**src/rtl/dbgacc_pkg.sv**
```systemverilog
package dbgacc_pkg;
  typedef enum logic [1:0] {
    POL_OFF  = 2'b00,
    POL_AUTH = 2'b01,
    POL_ON   = 2'b10,
    POL_RSVD = 2'b11
  } polCode_e;

  localparam logic [1:0] CMD_START = 2'b01;
  localparam logic [1:0] CMD_RESP  = 2'b10;

  typedef enum logic [1:0] {
    ST_IDLE = 2'b00,
    ST_CHAL = 2'b01,
    ST_WAIT = 2'b10
  } state_e;

  typedef struct packed {
    logic captureChal;
    logic grantAuth;
    logic clearAuth;
  } dpStrobe_t;
endpackage

```
**src/rtl/dbgacc_ctrl.sv**
```systemverilog
module dbgacc_ctrl
  import dbgacc_pkg::*;
(
  input  logic       clk,
  input  logic       rstN,
  input  logic       cmdValid,
  input  logic [1:0] cmdCode,
  input  logic       respOk,
  output dpStrobe_t  strobe,
  output logic       chalValid,
  output logic       waiting
);
  state_e state, nextState;
  logic isStart, isResp;

  assign isStart = cmdValid && (cmdCode == CMD_START);
  assign isResp  = cmdValid && (cmdCode == CMD_RESP);

  always_comb begin
    nextState = state;
    strobe    = '0;
    if (isStart) begin
      nextState          = ST_CHAL;
      strobe.captureChal = 1'b1;
      strobe.clearAuth   = 1'b1;
    end else if (isResp) begin
      nextState = ST_IDLE;
      if (state == ST_WAIT && respOk) strobe.grantAuth = 1'b1;
      else                            strobe.clearAuth = 1'b1;
    end else if (state == ST_CHAL) begin
      nextState = ST_WAIT;
    end
  end

  always_ff @(posedge clk or negedge rstN) begin
    if (!rstN) state <= ST_IDLE;
    else       state <= nextState;
  end

  assign chalValid = (state == ST_CHAL);
  assign waiting   = (state == ST_WAIT);


  start_chal_chk: assert property (@(posedge clk) disable iff (!rstN)
    isStart |=> chalValid);


  chal_pulse_chk: assert property (@(posedge clk) disable iff (!rstN)
    (chalValid && !isStart) |=> !chalValid);
endmodule

```
**src/rtl/dbgacc_datapath.sv**
```systemverilog
module dbgacc_datapath
  import dbgacc_pkg::*;
#(
  parameter int NUM_DOM = 10,
  parameter int CHAL_W  = 128,
  parameter int UID_W   = 64,
  parameter int KEY_W   = 3
) (
  input  logic                  clk,
  input  logic                  rstN,
  input  dpStrobe_t             strobe,
  input  logic [2*NUM_DOM-1:0]  policyCfg,
  input  logic                  uidCheckReq,
  input  logic [UID_W-1:0]      devUid,
  input  logic [(1<<KEY_W)-1:0] revokedKeys,
  input  logic [CHAL_W-1:0]     rngData,
  input  logic [CHAL_W-1:0]     respChal,
  input  logic [UID_W-1:0]      respUid,
  input  logic [KEY_W-1:0]      respKeyIdx,
  input  logic                  respSigOk,
  input  logic [NUM_DOM-1:0]    respGrant,
  output logic                  respOk,
  output logic [CHAL_W-1:0]     chalData,
  output logic                  authOk,
  output logic [NUM_DOM-1:0]    domEn
);
  logic [CHAL_W-1:0]  chalReg;
  logic               authReg;
  logic [NUM_DOM-1:0] grantReg;
  logic chalMatch, uidPass, keyLive;

  assign chalMatch = (respChal == chalReg);
  assign uidPass   = !uidCheckReq || (respUid == devUid);
  assign keyLive   = !revokedKeys[respKeyIdx];
  assign respOk    = chalMatch && respSigOk && keyLive && uidPass;

  always_ff @(posedge clk or negedge rstN) begin
    if (!rstN) begin
      chalReg  <= '0;
      authReg  <= 1'b0;
      grantReg <= '0;
    end else begin
      if (strobe.captureChal) chalReg <= rngData;
      if (strobe.clearAuth) begin
        authReg  <= 1'b0;
        grantReg <= '0;
      end else if (strobe.grantAuth) begin
        authReg  <= 1'b1;
        grantReg <= respGrant;
      end
    end
  end

  for (genvar i = 0; i < NUM_DOM; i++) begin : g_dom
    polCode_e pol;
    assign pol = polCode_e'(policyCfg[2*i +: 2]);
    assign domEn[i] = (pol == POL_ON) ||
                      ((pol == POL_AUTH) && authReg && grantReg[i]);
  end

  assign chalData = chalReg;
  assign authOk   = authReg;


  auth_grant_chk: assert property (@(posedge clk) disable iff (!rstN)
    $rose(authReg) |-> $past(strobe.grantAuth));
endmodule

```
**src/rtl/dbgacc_top.sv**
```systemverilog
module dbgacc_top
  import dbgacc_pkg::*;
#(
  parameter int NUM_DOM = 10,
  parameter int CHAL_W  = 128,
  parameter int UID_W   = 64,
  parameter int KEY_W   = 3
) (
  input  logic                  clk,
  input  logic                  rstN,
  input  logic [2*NUM_DOM-1:0]  policyCfg,
  input  logic                  uidCheckReq,
  input  logic [UID_W-1:0]      devUid,
  input  logic [(1<<KEY_W)-1:0] revokedKeys,
  input  logic [CHAL_W-1:0]     rngData,
  input  logic                  cmdValid,
  input  logic [1:0]            cmdCode,
  input  logic [CHAL_W-1:0]     respChal,
  input  logic [UID_W-1:0]      respUid,
  input  logic [KEY_W-1:0]      respKeyIdx,
  input  logic                  respSigOk,
  input  logic [NUM_DOM-1:0]    respGrant,
  output logic                  chalValid,
  output logic [CHAL_W-1:0]     chalData,
  output logic                  authOk,
  output logic [NUM_DOM-1:0]    domEn
);
  dpStrobe_t strobe;
  logic respOk, waiting;

  dbgacc_ctrl u_ctrl (
    .clk(clk), .rstN(rstN), .cmdValid(cmdValid), .cmdCode(cmdCode),
    .respOk(respOk), .strobe(strobe), .chalValid(chalValid), .waiting(waiting)
  );

  dbgacc_datapath #(
    .NUM_DOM(NUM_DOM), .CHAL_W(CHAL_W), .UID_W(UID_W), .KEY_W(KEY_W)
  ) u_dp (
    .clk(clk), .rstN(rstN), .strobe(strobe), .policyCfg(policyCfg),
    .uidCheckReq(uidCheckReq), .devUid(devUid), .revokedKeys(revokedKeys),
    .rngData(rngData), .respChal(respChal), .respUid(respUid),
    .respKeyIdx(respKeyIdx), .respSigOk(respSigOk), .respGrant(respGrant),
    .respOk(respOk), .chalData(chalData), .authOk(authOk), .domEn(domEn)
  );


  ooo_resp_chk: assert property (@(posedge clk) disable iff (!rstN)
    (cmdValid && cmdCode == CMD_RESP && !waiting) |=> !authOk);


  restart_clear_chk: assert property (@(posedge clk) disable iff (!rstN)
    (cmdValid && cmdCode == CMD_START) |=> !authOk);


  chal_hold_chk: assert property (@(posedge clk) disable iff (!rstN)
    !(cmdValid && cmdCode == CMD_START) |=> $stable(chalData));
endmodule

```
**config.mk**
```make
export PLATFORM = sky130hd
export DESIGN_NAME = dbgacc_top
export DESIGN_NICKNAME = d
export VERILOG_FILES = /design/src/rtl/dbgacc_pkg.sv /design/src/rtl/dbgacc_ctrl.sv /design/src/rtl/dbgacc_datapath.sv /design/src/rtl/dbgacc_top.sv
export SDC_FILE = /design/constraint.sdc
export NUM_CORES = 1
export LEC_CHECK = 0
export ABC_AREA = 1
export BUFFER_PORTS_ARGS = -buffer_cell sky130_fd_sc_hd__buf_2
export CAP_MARGIN = 0
export CORE_AREA = 8 8 214 216
export DETAILED_ROUTE_END_ITERATION = 8
export DIE_AREA = 0 0 222 224
export GPL_ROUTABILITY_DRIVEN = 1
export SYNTH_ARGS = -nofsm -noshare
export SYNTH_HDL_FRONTEND = slang
export SYNTH_SLANG_ARGS = --single-unit
```
**constraint.sdc**
```tcl
create_clock -name clk -period 1.4 [get_ports clk]
set_input_delay 0.28 -clock clk [delete_from_list [all_inputs] [get_ports clk]]
set_output_delay 0.28 -clock clk [all_outputs]
set_load 0.005 [all_outputs]
```
# After elaboration in Yosys (flattened, before gate mapping)
# Cells that the tools add are included.
# W data, S select, Z words.
[totals] word_cells=87 input_bits=432 output_inout_bits=140 ff_bits=141
[op_classes] mux=15 eq_ne=26 n_reduce_logical=41 n_lt_le_gt_ge=1
[op_table] op="$eq A128 B128 Y1" n=1
[op_table] op="$eq A64 B64 Y1" n=1
[op_table] op="$logic_and A1 B1 Y1" n=26
[op_table] op="$eq A2 B1 Y1 const B" n=12
[op_table] op="$eq A2 B2 Y1 const B" n=12
[op_table] op="$mux W10" n=2
[op_table] op="$logic_or A1 B1 Y1" n=11
[op_table] op="$mux W1" n=8
[op_table] op="$mux W2" n=4
[op_table] op="$lt A3 B4 Y1 const B" n=1
[op_table] op="$bmux W1 S3" n=1
[op_table] op="$reduce_bool A3 Y1" n=1
[op_table] op="$logic_not A1 Y1" n=2
[op_table] op="$reduce_bool A2 Y1" n=1

# Logic depth before layout (Yosys ltp)
# Gate-level depths: netlist (run 1).
[depth] depth_word=11 ltp_mapped=13 depth_no_buf=12

# By module
# A second synthesis (run 1) with hierarchy kept.
[unflattened] hier_cells=1269 area_unflattened_um2=8789.7
[by_module_without_submodules] mod="dbgacc_datapath" instances=1 seq_area_each_um2=3478.3 area_per_inst_um2=8635.8 cells_per_inst=1244
[by_module_without_submodules] mod="dbgacc_ctrl" instances=1 seq_area_each_um2=50.0 area_per_inst_um2=153.9 cells_per_inst=25

# Worst setup path before layout (run 1)
# Ideal clock, no wire load.
[synth_path] path_type="register to register" startpoint="reg u_dp.chalReg[73] (netlist: u_dp.chalData[73])" endpoint="reg u_dp.grantReg[0]" slack_ns=-0.006 arrival_time_ns=1.340 period_less_slack_ns=1.406 stages_incl_launch_ff=12 t_required_ns=1.334 cell_sequence="dfrtp_1 > xor2_1 > nor2_1 > nand2_1 > nor2_1 > nand2_1 > nor2_1 > nand2_1 > nor2_2 > buf_6 > nand3_1 > nand2_1"
[synth_via] elab_chain_len=9 word_cells_on_any_way=12
[synth_rtl] item="start, declared" line="dbgacc_datapath.sv:27" rtl="logic [CHAL_W-1:0] chalReg;"
[synth_rtl] item="start signal, assigned" line="dbgacc_datapath.sv:43" rtl="if (strobe.captureChal) chalReg <= rngData;"
[synth_rtl] item="$eq A128 B128 Y1 *" line="dbgacc_datapath.sv:32" rtl="assign chalMatch = (respChal == chalReg);"
[synth_rtl] item="$logic_and A1 B1 Y1 * (3 in series)" line="dbgacc_datapath.sv:35" rtl="assign respOk = chalMatch && respSigOk && keyLive && uidPass;"
[synth_rtl] item="$logic_and A1 B1 Y1 *" line="dbgacc_ctrl.sv:28" rtl="if (state == ST_WAIT && respOk) strobe.grantAuth = 1'b1;"
[synth_rtl] item="$mux W1" line="dbgacc_ctrl.sv:28"
[synth_rtl] item="$mux W2 *" line="dbgacc_ctrl.sv:26" rtl="end else if (isResp) begin"
[synth_rtl] item="$mux W1" line="dbgacc_ctrl.sv:22" rtl="if (isStart) begin"
[synth_rtl] item="$mux W10 / $reduce_bool A2 Y1 (equally long branches)"
[synth_rtl] item="end signal, assigned" line="dbgacc_datapath.sv:49" rtl="grantReg <= respGrant;"
[synth_rtl] item="end, declared" line="dbgacc_datapath.sv:29" rtl="logic [NUM_DOM-1:0] grantReg;"
# Mark *: on every way between the ends. The rest lies on a longest branch, timed or not.
# A chain may end at the register's enable or synchronous reset.

# Worst setup path in the final report (run 1)
[layout_path] startpoint="reg u_dp.chalReg[110] (netlist: u_dp.chalData[110])" endpoint="reg u_dp.grantReg[7]"
# Same word-level chain as after synthesis.

==> results of run 1 <==
per-stage QoR:
step	std cells	setup slack, ps	setup TNS (ps)	hold slack, ps	util [%]
final	2563	-416.8	-6870	50.25	36.91
after global routing	2562	-584.9	-13910	12.29	36.91
after CTS	2557	-495.2	-12260	0.3346	36.72
after detailed placement	2418	-709.1	-17780	269.3	30.62
after global placement	2418	-753.5	-18570	265.1	30.62
after floorplan	1181	-4.488	-31.42	-15.59	-
layout make-up:
type | instances | area, um^2 | share of cell area [%]
diodes | 4 | 10.01 | 0.06380
clock buffers | 22 | 474.2 | 3.022
clock inverters | 9 | 88.84 | 0.5662
inverters | 133 | 499.2 | 3.182
multi-input cells | 876 | 4195 | 26.74
flip-flops and latches | 141 | 3535 | 22.53
well taps | 546 | 683.2 | 4.354
repair buffers | 832 | 6205 | 39.55
power groups by stage:
stage	Combinational (uW)	Sequential (uW)	Clock, uW
after floorplan	1530	5280	0
after global placement	4600	5230	0
after global routing	6370	5340	4860
after CTS	5810	5250	4730
after detailed placement	4650	5250	0
final	5800	5260	4510
per-layer routing:
layer	share of wire (%)	vias up	GRT usage (%)
li1	-	5222	-
met1	38	4841	18.60
met2	52	431	33.06
met3	6.8	67	6.265
met4	2.5	6	6.136
met5	0.091	-	0
logic make-up (layout without fill, tap and decap cells):
logic type	after synthesis	after routing	synth area share, %
DFF	141	141	42.59
buffers and inverters	164	996	7.748
xor gates and xnor gates	119	119	12.58
other	0	4	0
AOI/OAI and AO/OA	111	111	6.781
and+or+nand+nor	646	646	30.30
registers in the layout (all words and copies together), names as in the netlist:
name and cells:
u_dp.chalData 128, u_ctrl.state 2, u_dp.authOk 1, u_dp.grantReg 10
critical path: cells and delay by family, from the launching register on:
| kind | cells | cell delay [ps] |
|---|---|---|
| flops | 1 | 400 |
| buf+inv | 2 | 270 |
| xor+xnor | 1 | 180 |
| simple gates | 9 | 910 |
cells in the final DEF (no fill, tap or decap):
cell type	synthesis	final
nor3_4	0	1
nand2_1	497	492
clkinv_2	0	2
o22ai_1	1	1
o31ai_1	1	1
clkbuf_16	0	17
inv_1	131	130
buf_12	0	16
nand3_1	15	14
bufinv_16	0	1
nand2_2	0	4
buf_4	0	48
xor2_1	73	73
nor2_4	0	4
nor2_2	1	7
clkinvlp_4	0	3
o21ai_1	1	11
o21a_1	1	1
clkbuf_8	0	3
buf_6	1	187
nand4_1	18	18
clkinv_4	0	3
nand3_2	2	3
o21ai_0	106	94
xnor2_1	46	46
clkbuf_1	15	2
dfrtp_2	0	5
buf_2	15	479
inv_2	2	3
a21oi_1	1	1
dlygate4sd3_1	0	102
nand2_4	0	1
diode_2	0	4
nor2_1	112	102
dfrtp_1	141	136
o21ai_2	0	2
final timing paths:
path                                                     start                             to  slack (ps)  cells after the start
worst max-delay path            u_dp.chalData[110]$_DFFE_PN0P_   u_dp.grantReg[7]$_DFFE_PN0P_        -420                     12
worst min-delay path                               rngData[71]  u_dp.chalData[71]$_DFFE_PN0P_          50                      3
worst max register to register  u_dp.chalData[110]$_DFFE_PN0P_   u_dp.grantReg[7]$_DFFE_PN0P_        -420                     12
worst min register to register    u_dp.grantReg[8]$_DFFE_PN0P_   u_dp.grantReg[8]$_DFFE_PN0P_         490                      2
max in group asynchronous                                 rstN  u_dp.chalData[16]$_DFFE_PN0P_         500                      3
min in group asynchronous                                 rstN  u_dp.chalData[42]$_DFFE_PN0P_         340                      2
timing repair:
action / in CTS / in global routing
setup buffers: 38 / 26
endpoints found under the hold margin: 128 / 0
hold buffers: 102 / 0
pin swaps: 12 / 7
cloned: 0 / 0
endpoints found under the setup margin: 113 / 114
resized for setup: 216 / 40
==> flow_summary.ini, run 1 <==
[pwr]
p_leak_uw = 0.008484
swShare_pct = 32.13
power_frac_comb_pct = 37.2
cell_internal_pwr_uw = 10570
vdd_drop_max_mv = 1.072
power_density_nw_per_um2 = 992.2
power_uw = 15570
switching_power_uw = 5002
seq_power_share_pct = 33.8
clockPowerShare_pct = 29.0

[route]
firstDrtPassIters = 5
via_count = 10570
vias_per_cell = 4.123
drt_drc_violations_left = 0
antenna_left = 0
routed_wl_um = 45200
first_iter_violations = 445
wl_per_cell_um = 17.64

[cells_and_area]
area_growth_pct = 89.40
nFillCells = 4371
fin_area_um2 = 15690
drive_gt1_share_pct = 39.20
layout.nets = 2433

[global_route]
grt_max_degree = 40
grt_pass1_wl_um = 67260
grt_pass1_vias = 11620
grt_use_total_pct = 17.85
antenna_found_initial = 11
grt_remaining_overflow = 0

[logic_synthesis]
synth_nets = 1613
netlist.area_leader.share_pct = 42.59
synth_common_cells = nand2_1, dfrtp_1, inv_1
synth.most_common_cell = nand2_1
synth_async_sr_flop_share_pct = 100.0
ys_seq_elements = 141
yosysWarningCount = 0
yosysSeqAreaShare_pct = 42.59
yosysUniqueCellTypes = 21
synth-edff-count = 0
syn_avg_cell_area_um2 = 7.015
yosysTopAreaCell = dfrtp_1
syn_inst = 1181
synth_flop_cell = dfrtp_1
synth_area_um2 = 8284
synthTopCellsByArea = dfrtp_1, nand2_1, xor2_1

[setup_path]
crit_required_ps = 1800
critPathLaunchType = register
cp_slowest_cell = dfrtp_1
cp_cell_sequence = xor2_1, nor2_2, buf_6, nand2_2, nor2_4, nand2_1, nor2_2, nand3_2, nor2_4, buf_12, nand3_1, nand2_1
crit_path_end_kind = register
crit_path_max_incr_delay_ps = 400
worstSetupPathType = register to register
worstPathArrival_ps = 2220
cp_max_fo = 11

[clocking]
cts-root-buf = clkbuf_16
cts.sinks = 141
clock_path_buffers = 2
clk_latency_ps = 470
cts_buffers = 17
cts_tree = built
htree_num_levels = 4
clk_pin_slew_worst_paths_ps = 70

[timing]
hold_viol = 0
rsz0062_at_grt = yes
worst_pin_slew_ps = 518.8
setup_ws_ps = -416.8
fin_skew_ps = 10.58
slew_viol_final = 0
fin_crit_sh_pct = 129.8
post-route-min-period_ps = 1817
max_freq_mhz = 550.4
max_slew_margin_pct = 65.41
finalSetupViolCount = 35

[floorplanning]
start_util_pct = 19.49
rows = 76
dieArea_um2 = 49730
fp.dieH_um = 224
core_um2 = 42510
die_w_um = 222
io_pins = 572

[place]
gp_congestion = 0.8939
portBuffers = 571
dpl_cell_area_um2 = 13020
dp_hpwl_um = 37020

[job]
drv_cap = 0

[status]
violations = negative setup slack
outcome = complete, but fails checks

[hold_path]
hold_path_class = input port to register
(Power assumes the default switching activity.)
==> run 2, diff against run 1 <==
--- a/config.mk
+++ b/config.mk
@@ -5,12 +5,13 @@
 export SDC_FILE = /design/constraint.sdc
 export NUM_CORES = 1
 export LEC_CHECK = 0
-export ABC_AREA = 1
 export BUFFER_PORTS_ARGS = -buffer_cell sky130_fd_sc_hd__buf_2
 export CAP_MARGIN = 0
-export CORE_AREA = 8 8 214 216
+export CORE_AREA = 8 8 216 218
+export CTS_BUF_LIST = sky130_fd_sc_hd__clkbuf_8
+export CTS_CLUSTER_DIAMETER = 30
 export DETAILED_ROUTE_END_ITERATION = 8
-export DIE_AREA = 0 0 222 224
+export DIE_AREA = 0 0 224 226
 export GPL_ROUTABILITY_DRIVEN = 1
 export SYNTH_ARGS = -nofsm -noshare
 export SYNTH_HDL_FRONTEND = slang
==> run 2 against run 1 <==
Compared with the run above:
- the flow still finishes with violations (negative setup slack)
- wire length is 12% lower
- final cell count down 18%
- critical path depth fell by 2
- maximum frequency shrank 20%
- hold slack better by 130 ps
- register-to-register slack lost 460 ps
- power is 0.14% lower
- final area fell by 0.89%
- sequential power grew 4%
- largest cell class unchanged
- setup slack lost 460 ps
- utilization shrank 1.1 points
==> flow_summary.ini, run 2 <==
[status]
outcome = complete, but fails checks
violations = negative setup slack

[pwr]
p_leak_uw = 0.007360
power_frac_comb_pct = 43.2
swShare_pct = 31.25
cell_internal_pwr_uw = 10690
vdd_drop_max_mv = 0.6913
seq_power_share_pct = 35.0
clockPowerShare_pct = 21.7
switching_power_uw = 4858
power_density_nw_per_um2 = 999.7

[timing]
max_slew_margin_pct = 58.40
setup_tns_ps = -19620
worst_pin_slew_ps = 621.9
max_freq_mhz = 439.0
rsz0062_at_grt = yes
setup_ws_ps = -877.9
fin_crit_sh_pct = 162.7
slew_viol_final = 0
finalSetupViolCount = 131
fin_skew_ps = 28.23
post-route-min-period_ps = 2278
hold_viol = 0

[route]
firstDrtPassIters = 5
vias_per_cell = 3.982
wl_per_cell_um = 18.84
antenna_left = 0
first_iter_violations = 344
drt_drc_violations_left = 0
via_count = 8363
routed_wl_um = 39560

[cells_and_area]
nFillCells = 4226
final_cell_mix = buf_2, buf_6, dlygate4sd3_1
final_common_cell = buf_2
drive_gt1_share_pct = 62.33
layout.nets = 1925
fin_cells = 2100
largest_reg_flops = 128
area_growth_pct = 106.4

[place]
dp_slack_ps = -1312
portBuffers = 571
gp_congestion = 0.9700
dp_hpwl_um = 31060
placed_cells = 1913

[logic_synthesis]
synthXorXnorAreaFrac_pct = 22.09
synth_area_um2 = 7533
synth.most_common_cell = dfrtp_1
synth_nets = 1032
synth_common_cells = dfrtp_1, xnor2_1, mux2_2
netlist.area_leader.share_pct = 46.84
yosysSeqAreaShare_pct = 46.84
ys_seq_elements = 141
yosys.area_share.simple_pct = 6.826
yosysUniqueCellTypes = 31
synth_async_sr_flop_share_pct = 100.0
synth_adder_area_share_pct = 0
synth_compound_area_share_pct = 2.591
synth_flop_cell = dfrtp_1
synthTopCellsByArea = dfrtp_1, mux2_2, xnor2_1
synth-edff-count = 0
synth_top_family_by_area = XOR/XNOR gates
yosysWarningCount = 0
syn_avg_cell_area_um2 = 12.56
synthMuxAreaShare_pct = 20.10
syn_inst = 600
yosysTopAreaCell = dfrtp_1

[clocking]
cts-root-buf = clkbuf_8
cts_tree = built
cts_buffers = 17
clk_pin_slew_worst_paths_ps = 90
htree_num_levels = 4
clock_path_buffers = 2
cts.sinks = 141
clk_latency_ps = 550

[global_route]
grt_max_degree = 39
grt_remaining_overflow = 0
grt_use_met3_pct = 6.610
grt_pass1_vias = 9585
grt_use_total_pct = 15.19
met2_usage_pct = 26.39
grtUsageMet1_pct = 16.27
grt_pass1_wl_um = 57320
top_usage_layer = met2
antenna_found_initial = 3

[job]
drv_cap = 0

[floorplanning]
fp.dieH_um = 226
die_w_um = 224
rows = 77
dieArea_um2 = 50620
io_pins = 572
core_um2 = 43450
start_util_pct = 17.34

[setup_path]
crit_required_ps = 1860
cp_cell_sequence = xnor2_2, nand4_1, nor4_4, buf_4, nand4_1, buf_6, nor4_4, and3_4, buf_12, a22o_2
cp_max_fo = 11
crit_path_end_kind = register
worstPathArrival_ps = 2740
worstSetupPathType = register to register
crit_path_max_incr_delay_ps = 420
cp_slowest_cell = dfrtp_1
critPathLaunchType = register
path_buf_inv = 3
path_delay_family = simple AND/OR/NAND/NOR gates

[hold_path]
hold_path_class = input port to register
## run 2: metal layers
metal	wire length (um)	share of wire, %	up-vias
li1	-	-	3930
met1	15080	38	4034
met2	20100	51	357
met3	3626	9.2	42
met4	762	1.9	0
met5	0	0	-
## run 2: kinds of logic after synthesis
| logic type | count (synthesis) |
|---|---|
| xor gates and xnor gates | 190 |
| AOI/OAI and AO/OA | 26 |
| buffers and inverters | 29 |
| and+or+nand+nor | 82 |
| DFF | 141 |
| muxes | 132 |
## run 2: metrics by stage
stage                     hold slack, ps  total power (uW)  area [um^2]  util (%)
after global routing               171.1             16440        15550     35.79
final                              177.5             15550        15550     35.79
after global placement             207.7             10340        12420     28.59
after detailed placement           211.6             10430        12420     28.59
after CTS                          80.20             15630        15390     35.43
after floorplan                   -15.59              7151         7541         -
## run 2: cell type report
cell class / instances / area [um^2] / area share (%)
Antenna cell: 3 / 7.507 / 0.04828
Clock buffer: 17 / 234.0 / 1.505
Clock inverter: 14 / 146.4 / 0.9414
Inverter: 12 / 45.04 / 0.2897
Multi-Input combinational cell: 430 / 4003 / 25.74
Sequential cell: 141 / 3531 / 22.71
Tap cell: 592 / 740.7 / 4.763
Timing Repair Buffer: 891 / 6843 / 44.01
## run 2: final timing paths
kind | startpoint | to | slack, ps | cells after the start
setup / recovery | u_dp.chalData[95]$_DFFE_PN0P_ | u_dp.grantReg[2]$_DFFE_PN0P_ | -880 | 10
hold / removal | cmdValid | u_ctrl.state[0]$_DFFE_PN0P_ | 180 | 4
setup reg to reg | u_dp.chalData[95]$_DFFE_PN0P_ | u_dp.grantReg[2]$_DFFE_PN0P_ | -880 | 10
hold reg to reg | u_dp.grantReg[1]$_DFFE_PN0P_ | u_dp.grantReg[1]$_DFFE_PN0P_ | 520 | 1
max in group asynchronous | rstN | u_dp.chalData[4]$_DFFE_PN0P_ | 620 | 3
min in group asynchronous | rstN | u_dp.chalData[53]$_DFFE_PN0P_ | 200 | 2
## run 2: power by group through the flow
stage                     Clock, uW  Sequential [uW]  Combinational [uW]
after CTS                      3630             5420                6580
final                          3380             5450                6720
after detailed placement          0             5400                5030
after global routing           3710             5530                7200
after floorplan                   0             5510                1640
after global placement            0             5360                4980
## run 2: worst register-to-register path: stages (launching register included)
cell     delay (ps)
dfrtp_1         420
xnor2_2         160
nand4_1         230
nor4_4          330
buf_4           160
nand4_1         100
buf_6           150
nor4_4          150
and3_4          240
buf_12          120
a22o_2          130
## run 2: what timing repair did
action                     CTS  global route
setup endpoints to repair  151           151
hold buffers               140             0
hold endpoints to repair   280             0
pin swaps                    8             8
buffers inserted            22            37
gates resized for setup    238            45
